$ cat config.mk
export PLATFORM = sky130hd
export DESIGN_NAME = bankedRegFile
export DESIGN_NICKNAME = d
export VERILOG_FILES = /design/src/rtl/bank_pkg.sv /design/src/rtl/bankCtrl.sv /design/src/rtl/bankData.sv /design/src/rtl/bankedRegFile.sv
export SDC_FILE = /design/constraint.sdc
export NUM_CORES = 2
export LEC_CHECK = 0
export ABC_AREA = 1
export CAP_MARGIN = 20
export CORE_UTILIZATION = 52
export DETAILED_ROUTE_END_ITERATION = 10
export GPL_TIMING_DRIVEN = 0
export PLACE_DENSITY = 0.75
export SLEW_MARGIN = 40
export SYNTH_ARGS = -nofsm -noshare
export SYNTH_HDL_FRONTEND = slang
export SYNTH_SLANG_ARGS = --single-unit
$ cat constraint.sdc
create_clock -name clk -period 11.6 [get_ports clk]
set_input_delay 2.32 -clock clk [delete_from_list [all_inputs] [get_ports clk]]
set_output_delay 2.32 -clock clk [all_outputs]
set_load 0.005 [all_outputs]
$ cat src/rtl/bank_pkg.sv
package bank_pkg;
  localparam int NUM_BANKS = 6;
  localparam int BANK_W    = 3;
  localparam int HI_FIRST  = 8;
  localparam int HI_COUNT  = 5;
  localparam int SP_IDX    = 13;
  localparam int LR_IDX    = 14;

  localparam logic [4:0] MODE_USR = 5'b10000;
  localparam logic [4:0] MODE_FIQ = 5'b10001;
  localparam logic [4:0] MODE_IRQ = 5'b10010;
  localparam logic [4:0] MODE_SVC = 5'b10011;
  localparam logic [4:0] MODE_ABT = 5'b10111;
  localparam logic [4:0] MODE_UND = 5'b11011;
  localparam logic [4:0] MODE_SYS = 5'b11111;

  typedef enum logic [BANK_W-1:0] {
    BANK_COMMON = 3'd0,
    BANK_FAST   = 3'd1,
    BANK_INT    = 3'd2,
    BANK_SUPV   = 3'd3,
    BANK_ABORT  = 3'd4,
    BANK_UNDEF  = 3'd5
  } bankSel_e;

  typedef struct packed {
    logic     swap;
    logic     swapHigh;
    bankSel_e oldBank;
    bankSel_e newBank;
    logic     oldHiSide;
    logic     newHiSide;
  } swapCtrl_t;

  function automatic bankSel_e modeToBank(input logic [4:0] m);
    case (m)
      MODE_FIQ: return BANK_FAST;
      MODE_IRQ: return BANK_INT;
      MODE_SVC: return BANK_SUPV;
      MODE_ABT: return BANK_ABORT;
      MODE_UND: return BANK_UNDEF;
      default:  return BANK_COMMON;
    endcase
  endfunction
endpackage

$ cat src/rtl/bankCtrl.sv
module bankCtrl
  import bank_pkg::*;
(
  input  logic       clk,
  input  logic       rstN,
  input  logic       modeChg,
  input  logic [4:0] modeReq,
  output logic [4:0] curMode,
  output swapCtrl_t  ctrl
);
  logic [4:0] modeQ;
  bankSel_e   curBank;
  bankSel_e   reqBank;
  logic       takeChange;

  assign curBank    = modeToBank(modeQ);
  assign reqBank    = modeToBank(modeReq);
  assign takeChange = modeChg && (modeReq != modeQ);

  always_comb begin
    ctrl.oldBank   = curBank;
    ctrl.newBank   = reqBank;
    ctrl.swap      = takeChange && (curBank != reqBank);
    ctrl.swapHigh  = ctrl.swap && ((curBank == BANK_FAST) || (reqBank == BANK_FAST));
    ctrl.oldHiSide = (curBank == BANK_FAST);
    ctrl.newHiSide = (reqBank == BANK_FAST);
  end

  always_ff @(posedge clk) begin
    if (!rstN)           modeQ <= MODE_SYS;
    else if (takeChange) modeQ <= modeReq;
  end

  assign curMode = modeQ;
endmodule

$ cat src/rtl/bankData.sv
module bankData
  import bank_pkg::*;
#(
  parameter int DATA_W   = 32,
  parameter int NUM_REGS = 16,
  localparam int ADDR_W  = $clog2(NUM_REGS)
)(
  input  logic              clk,
  input  logic              rstN,
  input  swapCtrl_t         ctrl,
  input  logic [ADDR_W-1:0] rdAddrA,
  output logic [DATA_W-1:0] rdDataA,
  input  logic [ADDR_W-1:0] rdAddrB,
  output logic [DATA_W-1:0] rdDataB,
  input  logic              wrEn,
  input  logic [ADDR_W-1:0] wrAddr,
  input  logic [DATA_W-1:0] wrData,
  input  logic              spsrWrEn,
  input  logic [DATA_W-1:0] spsrWrData,
  output logic [DATA_W-1:0] spsrOut
);
  logic [DATA_W-1:0] gpr     [NUM_REGS];
  logic [DATA_W-1:0] spShadow[NUM_BANKS];
  logic [DATA_W-1:0] lrShadow[NUM_BANKS];
  logic [DATA_W-1:0] stShadow[NUM_BANKS];
  logic [DATA_W-1:0] hiShadow[2][HI_COUNT];
  logic [DATA_W-1:0] spsrLive;

  always_ff @(posedge clk) begin
    if (!rstN) begin
      for (int i = 0; i < NUM_REGS; i++) gpr[i] <= '0;
      for (int b = 0; b < NUM_BANKS; b++) begin
        spShadow[b] <= '0;
        lrShadow[b] <= '0;
        stShadow[b] <= '0;
      end
      for (int s = 0; s < 2; s++)
        for (int k = 0; k < HI_COUNT; k++) hiShadow[s][k] <= '0;
      spsrLive <= '0;
    end else begin
      if (ctrl.swap) begin
        spShadow[ctrl.oldBank] <= gpr[SP_IDX];
        lrShadow[ctrl.oldBank] <= gpr[LR_IDX];
        stShadow[ctrl.oldBank] <= spsrLive;
        gpr[SP_IDX]            <= spShadow[ctrl.newBank];
        gpr[LR_IDX]            <= lrShadow[ctrl.newBank];
        spsrLive               <= stShadow[ctrl.newBank];
      end
      if (ctrl.swapHigh) begin
        for (int k = 0; k < HI_COUNT; k++) begin
          hiShadow[ctrl.oldHiSide][k] <= gpr[HI_FIRST+k];
          gpr[HI_FIRST+k]             <= hiShadow[ctrl.newHiSide][k];
        end
      end
      // Later assignments win: a same-cycle write lands in the incoming copy.
      if (wrEn)     gpr[wrAddr] <= wrData;
      if (spsrWrEn) spsrLive    <= spsrWrData;
    end
  end

  assign rdDataA = gpr[rdAddrA];
  assign rdDataB = gpr[rdAddrB];
  assign spsrOut = spsrLive;
endmodule

$ cat src/rtl/bankedRegFile.sv
module bankedRegFile
  import bank_pkg::*;
#(
  parameter int DATA_W   = 32,
  parameter int NUM_REGS = 16,
  localparam int ADDR_W  = $clog2(NUM_REGS)
)(
  input  logic              clk,
  input  logic              rstN,
  input  logic              modeChg,
  input  logic [4:0]        modeReq,
  output logic [4:0]        curMode,
  input  logic [ADDR_W-1:0] rdAddrA,
  output logic [DATA_W-1:0] rdDataA,
  input  logic [ADDR_W-1:0] rdAddrB,
  output logic [DATA_W-1:0] rdDataB,
  input  logic              wrEn,
  input  logic [ADDR_W-1:0] wrAddr,
  input  logic [DATA_W-1:0] wrData,
  input  logic              spsrWrEn,
  input  logic [DATA_W-1:0] spsrWrData,
  output logic [DATA_W-1:0] spsrOut
);
  swapCtrl_t ctrl;

  bankCtrl uCtrl (
    .clk(clk), .rstN(rstN), .modeChg(modeChg), .modeReq(modeReq),
    .curMode(curMode), .ctrl(ctrl)
  );

  bankData #(.DATA_W(DATA_W), .NUM_REGS(NUM_REGS)) uData (
    .clk(clk), .rstN(rstN), .ctrl(ctrl),
    .rdAddrA(rdAddrA), .rdDataA(rdDataA),
    .rdAddrB(rdAddrB), .rdDataB(rdDataB),
    .wrEn(wrEn), .wrAddr(wrAddr), .wrData(wrData),
    .spsrWrEn(spsrWrEn), .spsrWrData(spsrWrData), .spsrOut(spsrOut)
  );
endmodule

==> impl_metrics.json <==
{
  "crit_fanout": 11,
  "post-route-period-util": 0.807,
  "cts_buffers": 163,
  "dieArea_um2": 140000,
  "hpwl_um": 248000,
  "grt_pass1_wl_um": 463000,
  "skew_ns": 0.0622,
  "cts_max_level": 4,
  "core_um2": 138000,
  "ys_top_cells_by_count": "1500 x edfxtp_1, 1323 x nand2_1, 1313 x nor2_1",
  "areaGrowthSynthToFinish_pct": 15.1,
  "vias_per_cell": 6.53,
  "use_met3": 0.140,
  "yosysMostFrequentCell": "edfxtp_1",
  "postCtsSetupBuffers": 0,
  "drc": 0,
  "layout_min_cycle_time_ns": 9.36,
  "ff_latch_area_um2": 45800,
  "drv_slew": 0,
  "min_from": "uData.spsrOut[14]",
  "globalplace.congestion": 1.10,
  "antenna_found_initial": 27,
  "leakage_nw": 32.7,
  "final_nets": 8036,
  "synthFlopType": "edfxtp_1",
  "die_h_um": 375,
  "routedWlPerCell_um": 34.7,
  "critPathLaunchType": "input port",
  "netlist-cell-type-count": 33,
  "rr_endpoint": "uData.hiShadow[0][108]",
  "tightestPinTransition_ns": 1.11,
  "cp.arrival_ns": 7.04,
  "max_cap_viol_count": 0,
  "hp-class": "register to register",
  "gr-max-usage-layer": "met2",
  "ant_nets": 0,
  "drtIter0Drc": 12055,
  "path_class": "input port to output pin",
  "cp-end-kind": "output pin",
  "dr.pass1.iters": 7,
  "synth-async-reset-ratio": 0,
  "grt_overflow_total": 0,
  "ctsResizeCount": 0,
  "synth_area_um2": 72200,
  "drt_wl_total_um": 343000,
  "synthTopCellsByArea": "edfxtp_1 62%, nand2_1 6.9%, nor2_1 6.8%, o21ai_0 3.7%, nand3_1 3.7%",
  "final_cells": 9891,
  "crit-reg2reg-launch": "uCtrl.curMode[2]",
  "syn_avg_cell_area_um2": 9.68,
  "cts-root-buf": "clkbuf_16",
  "power-per-cell-area_nw_per_um2": 162,
  "clock_sinks": 1537,
  "track_usage": 0.480,
  "io_pins": 187,
  "cts_tree": "done",
  "multi_input_area_um2": 22400,
  "fillers": 11529,
  "status": "finished clean",
  "die_w_um": 375,
  "yosysWarnings": 0,
  "drive_gt1_frac": 0.0723,
  "fmax_ghz": 0.107,
  "setup_viol": 0,
  "rsz0062_at_grt": "no",
  "rrSetupSlack_ns": 6.64,
  "met1_usage": 0.609,
  "rows": 136,
  "finalHoldWorstSlack_ns": 0.492,
  "synth_seq_area_share": 0.634,
  "grt_pass1_vias": 59661,
  "worstPathRequired_ns": 9.28,
  "use_met2": 0.705,
  "path_clk_slew_ns": 0.06,
  "grt_max_degree": 39,
  "clkLatencyLatePin_ns": 0.88,
  "post-route-util": 0.604,
  "synth-seq-cells": 1537,
  "portBuffers": 179,
  "cts_hold_buf": 0,
  "vias": 64597,
  "power_mw": 13.5,
  "stdcell_area_um2": 83100,
  "reg2reg_depth": 16,
  "dp.cells": 9578,
  "synth_top_cell_by_area": "edfxtp_1",
  "synth_edf_count": 1500,
  "relSlewSlack": 0.251,
  "crit_end": "rdDataB[25]",
  "synth_top_cell_area_share": 0.624,
  "clk_path_buf_depth": 3,
  "crit_start": "rdAddrB[0]",
  "syn_inst": 7458,
  "hold_violations": 0,
  "placed_area_um2": 77800,
  "irDropWorstVdd_uv": 134,
  "start_util": 0.524
}
placed cells by master (no fill, tap or decap), types with 5 or more instances in the layout:
cell             netlist  layout
edfxtp_1            1500    1500
nor2_1              1313    1312
nand2_1             1323    1299
inv_1                588     585
nand3_1              528     528
o21ai_0              534     525
a21oi_1              491     490
clkbuf_1             425     337
o22ai_1              202     200
clkdlybuf4s50_1        0     179
clkbuf_16              0     164
clkbuf_2               0     126
mux2i_1               96      96
buf_2                 70      93
conb_1                 1      92
o221ai_1              84      84
o211ai_1              69      69
buf_1                 64      48
clkinv_1               3      42
dfxtp_1               37      37
buf_12                 0      29
o21bai_1              28      28
nor3_1                27      26
nand2_4                2      25
or2_2                 24      24
clkinv_2               0      24
buf_4                  7      21
diode_2                0      14
inv_2                 11      13
bufinv_16              0      12
o21ai_1                1      10
nand4_1                9       9
nor2_2                 4       5
clkinv_16              0       5
clkinvlp_4             0       5
worst min path at each step:
stage          cells after the start                end  slack, ns
5_1_grt                            2  uData.spsrOut[14]       0.52
6_report                           2  uData.spsrOut[14]       0.49
2_1_floorplan                      2  uData.spsrOut[21]       0.47
4_1_cts                            2  uData.spsrOut[14]       0.49
3_5_place_dp                       2  uData.spsrOut[14]       0.48
3_3_place_gp                       2  uData.spsrOut[11]       0.47
cells by family after synthesis:
kind of cell,share of synthesized area
and+or+nand+nor,0.180
DFF,0.634
AOI/OAI and AO/OA,0.109
buffers and inverters,0.0629
muxes,0.0133
xor gates and xnor gates,0.000121
other,0.0000519
cell type report:
| type | instances | area share |
|---|---|---|
| repair buffers | 236 | 0.0317 |
| diodes | 14 | 0.000422 |
| flip-flops and latches | 1537 | 0.551 |
| clock inverters | 97 | 0.0118 |
| clock buffers | 201 | 0.0512 |
| multi-input cells | 4840 | 0.270 |
| plain buffers | 570 | 0.0296 |
| inverters | 602 | 0.0272 |
| well taps | 1794 | 0.0270 |
sequential cells by signal, indices dropped and copies added (netlist names):
signal          cells
uData.gpr         512
uData.hiShadow    320
uData.lrShadow    236
uData.spShadow    224
uData.stShadow    208
uData.spsrOut      32
uCtrl.curMode       5
through the flow:
stage	worst slack [ns]	TNS, ns
finish	2.24	0
global route	2.51	0
CTS	2.64	0
detailed placement	2.66	0
global placement	-6.25	-758.78
floorplan	1.02	0
report_power, final:
group	switching, mW	total, mW	internal (mW)
Sequential	0.141	6.55	6.41
Clock	2.36	5.26	2.90
Combinational	1.28	1.67	0.387
routing by layer:
layer	up-vias	wire length, µm
li1	26467	-
met1	30882	119000
met2	5954	146000
met3	1268	48300
met4	26	29500
met5	-	202
worst max-delay path, cell delays in order:
cell,delay [ns]
buf_2,0.36
clkbuf_1,0.57
clkbuf_1,0.50
clkbuf_2,0.55
clkbuf_1,0.77
a21oi_1,0.15
o221ai_1,0.78
nand2_1,0.44
clkdlybuf4s50_1,0.56
(Power assumes the default switching activity.)
